[config.mk]
export PLATFORM = sky130hd
export DESIGN_NAME = adc_serial_master
export DESIGN_NICKNAME = d
export VERILOG_FILES = /design/src/rtl/adc_serial_master.sv
export SDC_FILE = /design/constraint.sdc
export NUM_CORES = 1
export LEC_CHECK = 0
export ABC_AREA = 1
export BUFFER_PORTS_ARGS = -buffer_cell sky130_fd_sc_hd__buf_2
export CORE_MARGIN = 8
export CORE_UTILIZATION = 59
export DETAILED_ROUTE_END_ITERATION = 10
export HOLD_SLACK_MARGIN = 0.06
export PLACE_DENSITY = 0.8
export SLEW_MARGIN = 0
export SYNTH_ARGS = -nofsm -noshare
export SYNTH_HDL_FRONTEND = slang
export SYNTH_SLANG_ARGS = --single-unit
[constraint.sdc]
create_clock -name clk -period 1.9 [get_ports clk]
set_input_delay 0.095 -clock clk [delete_from_list [all_inputs] [get_ports clk]]
set_output_delay 0.095 -clock clk [all_outputs]
set_load 0.1 [all_outputs]
[src/rtl/adc_serial_master.sv]
module adc_serial_master #(
  parameter int SCLK_DIV  = 4,
  parameter int CONV_CLKS = 40
) (
  input  logic        clk,
  input  logic        rst_n,
  input  logic        start,
  input  logic        read_during,
  input  logic        inv_sclk,
  input  logic        inv_sync,
  input  logic        cs_rd_n,
  input  logic [15:0] sample_in,
  output logic        busy,
  output logic        sclk,
  output logic        sync,
  output logic        sdout
);
  localparam int HALF = SCLK_DIV / 2;
  localparam int CW   = $clog2(CONV_CLKS + 1);
  localparam int DW   = $clog2(SCLK_DIV);

  logic          busy_q, conv_act, shift_act, mode_q;
  logic [CW-1:0] conv_cnt;
  logic [DW-1:0] div_cnt;
  logic [3:0]    bit_cnt;
  logic [15:0]   result_q, shreg;

  wire accept  = start && !busy_q && !shift_act;
  wire bit_end = shift_act && (div_cnt == DW'(SCLK_DIV - 1));
  wire rd_en   = !cs_rd_n;
  wire clk_raw = shift_act && (div_cnt >= DW'(HALF));

  always_ff @(posedge clk or negedge rst_n) begin
    if (!rst_n) begin
      busy_q    <= 1'b0;
      conv_act  <= 1'b0;
      shift_act <= 1'b0;
      mode_q    <= 1'b0;
      conv_cnt  <= '0;
      div_cnt   <= '0;
      bit_cnt   <= '0;
      result_q  <= '0;
      shreg     <= '0;
    end else begin
      if (accept) begin
        conv_act <= 1'b1;
        conv_cnt <= CW'(CONV_CLKS - 1);
        busy_q   <= 1'b1;
        mode_q   <= read_during;
        if (read_during) begin
          shift_act <= 1'b1;
          shreg     <= result_q;
          div_cnt   <= '0;
          bit_cnt   <= '0;
        end
      end else if (conv_act) begin
        if (conv_cnt == '0) begin
          conv_act <= 1'b0;
          result_q <= sample_in;
          if (!mode_q) begin
            shift_act <= 1'b1;
            shreg     <= sample_in;
            div_cnt   <= '0;
            bit_cnt   <= '0;
          end else begin
            busy_q <= 1'b0;
          end
        end else begin
          conv_cnt <= conv_cnt - 1'b1;
        end
      end
      if (shift_act) begin
        if (bit_end) begin
          div_cnt <= '0;
          shreg   <= {shreg[14:0], 1'b0};
          bit_cnt <= bit_cnt + 1'b1;
          if (bit_cnt == 4'd15) begin
            shift_act <= 1'b0;
            if (!mode_q) busy_q <= 1'b0;
          end
        end else begin
          div_cnt <= div_cnt + 1'b1;
        end
      end
    end
  end

  assign busy  = busy_q;
  assign sclk  = (rd_en && clk_raw) ^ inv_sclk;
  assign sync  = (rd_en && shift_act) ^ inv_sync;
  assign sdout = rd_en && shift_act && shreg[15];
endmodule


; Word level (Yosys, flattened, before mapping)
; Index checks and enable logic that the tools add are counted.
; Widths: inputs -> output; s select.
[op_classes]
add_sub_neg = 3
magnitude_cmp = 1
eq_ne = 5
n_mux = 43
n_bitwise = 3
n_reduce_logical = 17
[ops]
columns = cell, count
row1 = $mux 16, 7
row2 = $mux 4, 7
row3 = $mux 1, 19
row4 = $mux 6, 3
row5 = $mux 2, 7
row6 = $logic_and 1x1->1, 7
row7 = $logic_not 6->1, 1
row8 = $reduce_bool 3->1, 2
row9 = $sub 6x1->6 const B, 1
row10 = $add 4x1->4 const B, 1
row11 = $eq 4x4->1 const B, 1
row12 = $reduce_and 4->1, 1
row13 = $logic_not 1->1, 3
row14 = $ne 3x2->1 const B, 1
row15 = $ne 3x3->1 const B, 1
row16 = $reduce_and 3->1, 1
row17 = $add 2x1->2 const B, 1
row18 = $eq 2x2->1 const B, 1
row19 = $ge 2x2->1 const B, 1
row20 = $ne 2x2->1 const B, 1
row21 = $reduce_and 2->1, 1
row22 = $reduce_bool 2->1, 1
row23 = $xor 1x1->1, 2
row24 = $not 1->1, 1
[word_totals]
regBits = 48
output_inout_bits = 4
wordCells = 81

; Depth between registers and ports, before layout
[depth]
depth_word = 8
mapped_depth = 8
ltp_nobuf = 7

; Least setup slack after synthesis
; Ideal clock, no wire load.
[synth_path]
kind = reg2out
from = register shift_act
to = output port sdout
arrival_time_ns = 2.535
path_slack_ns = -0.730
path_stages_with_launch = 3
n_path_buf = 0
path_cell_list = dfrtp_1 -> inv_2 -> nor3_1
[synth_via]
elab_chain_len = 2
[synth_rtl]
columns = item, line_no
row1 = start: declaration, 22  ; logic busy_q, conv_act, shift_act, mode_q;
row2 = start signal: assignment, 37  ; shift_act <= 1'b0;
row3 = start signal: assignment, 51  ; shift_act <= 1'b1;
row4 = start signal: assignment, 61  ; shift_act <= 1'b1;
row5 = $logic_and 1x1->1 (2 in a row), 91  ; assign sdout = rd_en && shift_act && shreg[15];
row6 = end: declaration, 16  ; output logic sdout
; No other way between the ends.

; Worst setup path after layout
[layout_path]
from = register shift_act
to = output port sclk
[layout_via]
elab_chain_len = 3
[layout_rtl]
columns = item, line_no
row1 = $logic_and 1x1->1, 31  ; wire clk_raw = shift_act && (div_cnt >= DW'(HALF));
row2 = $logic_and 1x1->1, 89  ; assign sclk = (rd_en && clk_raw) ^ inv_sclk;
row3 = $xor 1x1->1, 89
row4 = end: declaration, 14  ; output logic sclk,
; No other way between the ends.

==> flow_summary.rst <==
.. list-table::
   :header-rows: 1

   * - Metric
     - Value
   * - Run status
     - finished clean
   * - Pin count of the biggest net entering global routing
     - 30
   * - WL final
     - 6.317 mm
   * - Io pins
     - 27
   * - Final hold violations
     - 0
   * - Max rail drop VDD
     - 0.0004391 V
   * - Most frequent cells in the layout
     - nand2_1 (72), inv_1 (59), nand3_1 (58), nor2_1 (55), dfrtp_1 (48)
   * - Count of unique library cells instantiated by Yosys
     - 28
   * - Number of CTS-inserted buffers
     - 5
   * - Setup TNS
     - 0 ns
   * - Global-route wire length before repair
     - 11.07 mm
   * - Min-delay worst type
     - in2reg
   * - Kind of critical path
     - reg2out
   * - R2r setup slk
     - about 0.24 ns
   * - Number of detailed-route iterations in the first pass
     - 4
   * - Number of clock sinks
     - between 40 and 50
   * - Clock root cell
     - clkbuf_8
   * - Setup repair after global routing missed its margin
     - no
   * - Port bufs
     - 26
   * - # DRC
     - 0
   * - Core Area
     - 4629 µm²
   * - Height of the chip
     - 84.77 µm
   * - Fraction of the mapped netlist area in compound gates
     - between 10% and 20%
   * - CP cell instances
     - inv_2 > nor2_1 > nand2_1 > xnor2_2 > clkbuf_4
   * - Leading area contributor after synthesis
     - dfrtp_1
   * - Total track usage
     - about a fifth
   * - Estimated wirelength of the detail-placed design
     - 4.403 mm
   * - Remaining antenna violation count after routing
     - 0
   * - Final worst path period need
     - 1.736 ns
   * - Share of synthesized cell area in full adder, half adder and majority cells
     - 1.794%
   * - Number of rows created at floorplan
     - 25
   * - Data arrival time of the critical path
     - 1.64 ns
   * - Portion of the clock cycle consumed by the worst path in the final layout
     - 91.37%
   * - CTS tree
     - built
   * - Skew-Pair Late Insertion Delay
     - 0.31 ns
   * - Deepest clock path buffer count
     - 2
   * - Number of global-route vias before repair
     - approximately 2500
   * - Post-synthesis xor/xnor area fraction
     - about 1.3%
   * - Mux contribution to synthesized area
     - 0%
   * - Initial antenna violation count
     - 0
   * - Postcts setup bufs
     - 0
   * - Worst path required time
     - 1.80 ns
   * - Largest family of logic cells by synthesized area
     - simple AND/OR/NAND/NOR gates
   * - Synth async-reset ratio
     - 100.0%
   * - Slowest cell on the critical path
     - dfrtp_1
   * - Routability congestion estimate
     - ~0.87
   * - Die span in x
     - around 85 µm
   * - Via Count
     - 2545
   * - Average wire length per cell after detail routing
     - 13.11 µm
   * - Number of H-tree levels
     - 2
   * - Post-layout net count
     - 455
   * - Share of layout cells above drive strength 1
     - about 16%
   * - Yosys warning total
     - 0
   * - Area added between synthesis and finish
     - 16.77%
   * - Simple-gate share of the synthesized area
     - ~32%
   * - Biggest area contributors in the synthesized netlist
     - dfrtp_1 (43%), nand3_1 (10%), nand2_1 (9.7%)
   * - Clock Pin Slew Worst Setup and Hold Paths
     - 0.09 ns
   * - Synthesized area divided by synthesized cell count
     - 7.285 µm²
   * - Syn Std Cell Area
     - 2790 µm²
   * - Starting density of the core
     - around 60%
   * - Synth Instances
     - about 380
   * - Aggregate global routing overflow
     - 0
   * - Worst relative slew slack
     - approximately 61%
   * - Crit start category
     - flip-flop
   * - Via/cell ratio
     - 5.280
   * - Most common cell after layout, fill and taps aside
     - nand2_1
   * - Crit-path max cell delay
     - 0.44 ns
   * - Max-slew violation total from the final report
     - 0
   * - Sequential-to-total area share from yosys stat
     - 43.05%
   * - Area enclosed by the die boundary
     - 7186 µm²
   * - Peak Freq
     - 0.5760 GHz
   * - Final cell utilization of the core
     - around 70%
   * - Slew @ Worst Pin
     - approximately 0.58 ns
   * - Setup violators final
     - 0
   * - Critical path peak fanout
     - 5
   * - CP Capture Type
     - primary output
   * - Number of synthesized register bits
     - 48
   * - ANT cells
     - 0
   * - Most instantiated flip-flop cell in the synthesis netlist
     - dfrtp_1
   * - Cell Pwr Density
     - about 530 nW/µm²
   * - Max-cap violations
     - 0
   * - Fraction of synthesized cell area taken by the top area cell type
     - 43.05%
   * - Synthesized net count
     - 410
   * - Number of DRC markers after the initial detailed-route iteration
     - 266
   * - Number of enable flip-flop cells after synthesis
     - 0
   * - Leakage power total
     - ~0.0018 µW
   * - Clock skew after layout
     - 0.008140 ns
[Yosys cell counts (3+ instances only)]
| master | instances |
|---|---|
| nand2_1 | 72 |
| inv_1 | 59 |
| nand3_1 | 58 |
| nor2_1 | 55 |
| dfrtp_1 | 48 |
| a21oi_1 | 23 |
| o21ai_1 | 14 |
| buf_2 | 8 |
| o21ai_0 | 7 |
| o21ai_2 | 7 |
| ha_1 | 4 |
| clkbuf_1 | 3 |
| nor2_4 | 3 |
| xor2_1 | 3 |
[worst max-delay path, delay by kind of cell, from the launching register on]
| family | cells | cell delay, ns |
|---|---|---|
| and+or+nand+nor | 2 | 0.33 |
| buffers and inverters | 2 | 0.43 |
| xor gates and xnor gates | 1 | 0.13 |
| DFF | 1 | 0.44 |
[area by class of cell]
class | instances | area [µm²]
fill | 406 | 1371
multi-input combinational | 258 | 1287
sequential | 48 | 1201
timing repair buffer | 54 | 395.4
inverter | 61 | 229.0
clock buffer | 6 | 72.57
tap | 54 | 67.56
clock inverter | 1 | 5.005
[routing by layer]
layer | vias up | routed length (µm) | share of wire [%] | GRT usage, %
met2 | 59 | 3161 | 50 | 31.71
met4 | 0 | 127 | 2.0 | 8.414
met3 | 12 | 295 | 4.7 | 3.707
li1 | 1284 | - | - | -
met1 | 1190 | 2732 | 43 | 22.92
met5 | - | 0 | 0 | 0
[registers in the layout (all words and copies together), names as in the netlist]
signal     count
result_q      16
shreg         16
conv_cnt       6
bit_cnt        4
div_cnt        2
busy           1
conv_act       1
mode_q         1
shift_act      1
[timing repair]
item	CTS	global route
endpoints found under the hold margin	38	0
setup endpoints to repair	0	1
resized for setup	0	1
hold buffers	16	0
[path summary, 6_finish.rpt]
| path | depth (start not counted) | end | start |
|---|---|---|---|
| worst max-delay path | 5 | sclk | shift_act |
| worst min-delay path | 3 | result_q[1] | sample_in[1] |
| worst max register to register | 8 | shreg[1] | busy |
| worst min register to register | 2 | bit_cnt[3] | bit_cnt[3] |
| max in group asynchronous | 3 | shreg[15] | rst_n |
| min in group asynchronous | 2 | conv_cnt[4] | rst_n |
[cells by family (layout without fill, tap and decap cells)]
| family | Yosys count | in the layout |
|---|---|---|
| simple gates | 199 | 199 |
| buf+inv | 77 | 122 |
| compound gates | 51 | 51 |
| xor+xnor | 4 | 4 |
| flops | 48 | 48 |
| fa+ha+maj | 4 | 4 |
[through the flow]
| stage | std cells | hold slack (ns) | instance area, µm² | total power [µW] | setup slack, ns |
|---|---|---|---|---|---|
| after floorplan | 383 | -0.2006 | 2810 | 1072 | 0.04037 |
| after global placement | 459 | 0.1186 | 3018 | 1133 | 0.3311 |
| after detailed placement | 459 | 0.1243 | 3018 | 1134 | 0.2818 |
| after CTS | 482 | 0.06577 | 3256 | 1744 | 0.05907 |
| after global routing | 482 | 0.07492 | 3258 | 1793 | 0.03807 |
| final | 482 | 0.07900 | 3258 | 1730 | 0.1639 |
[where the power goes]
| group | switching [µW] | internal, µW | leakage (µW) | total (µW) |
|---|---|---|---|---|
| sequential | 0 | 1020 | 0.000499 | 1020 |
| clock | 342 | 251 | 0.0000410 | 593 |
| combinational | 68.0 | 48.8 | 0.00127 | 117 |
No activity file was read; power rests on OpenSTA's default activity.
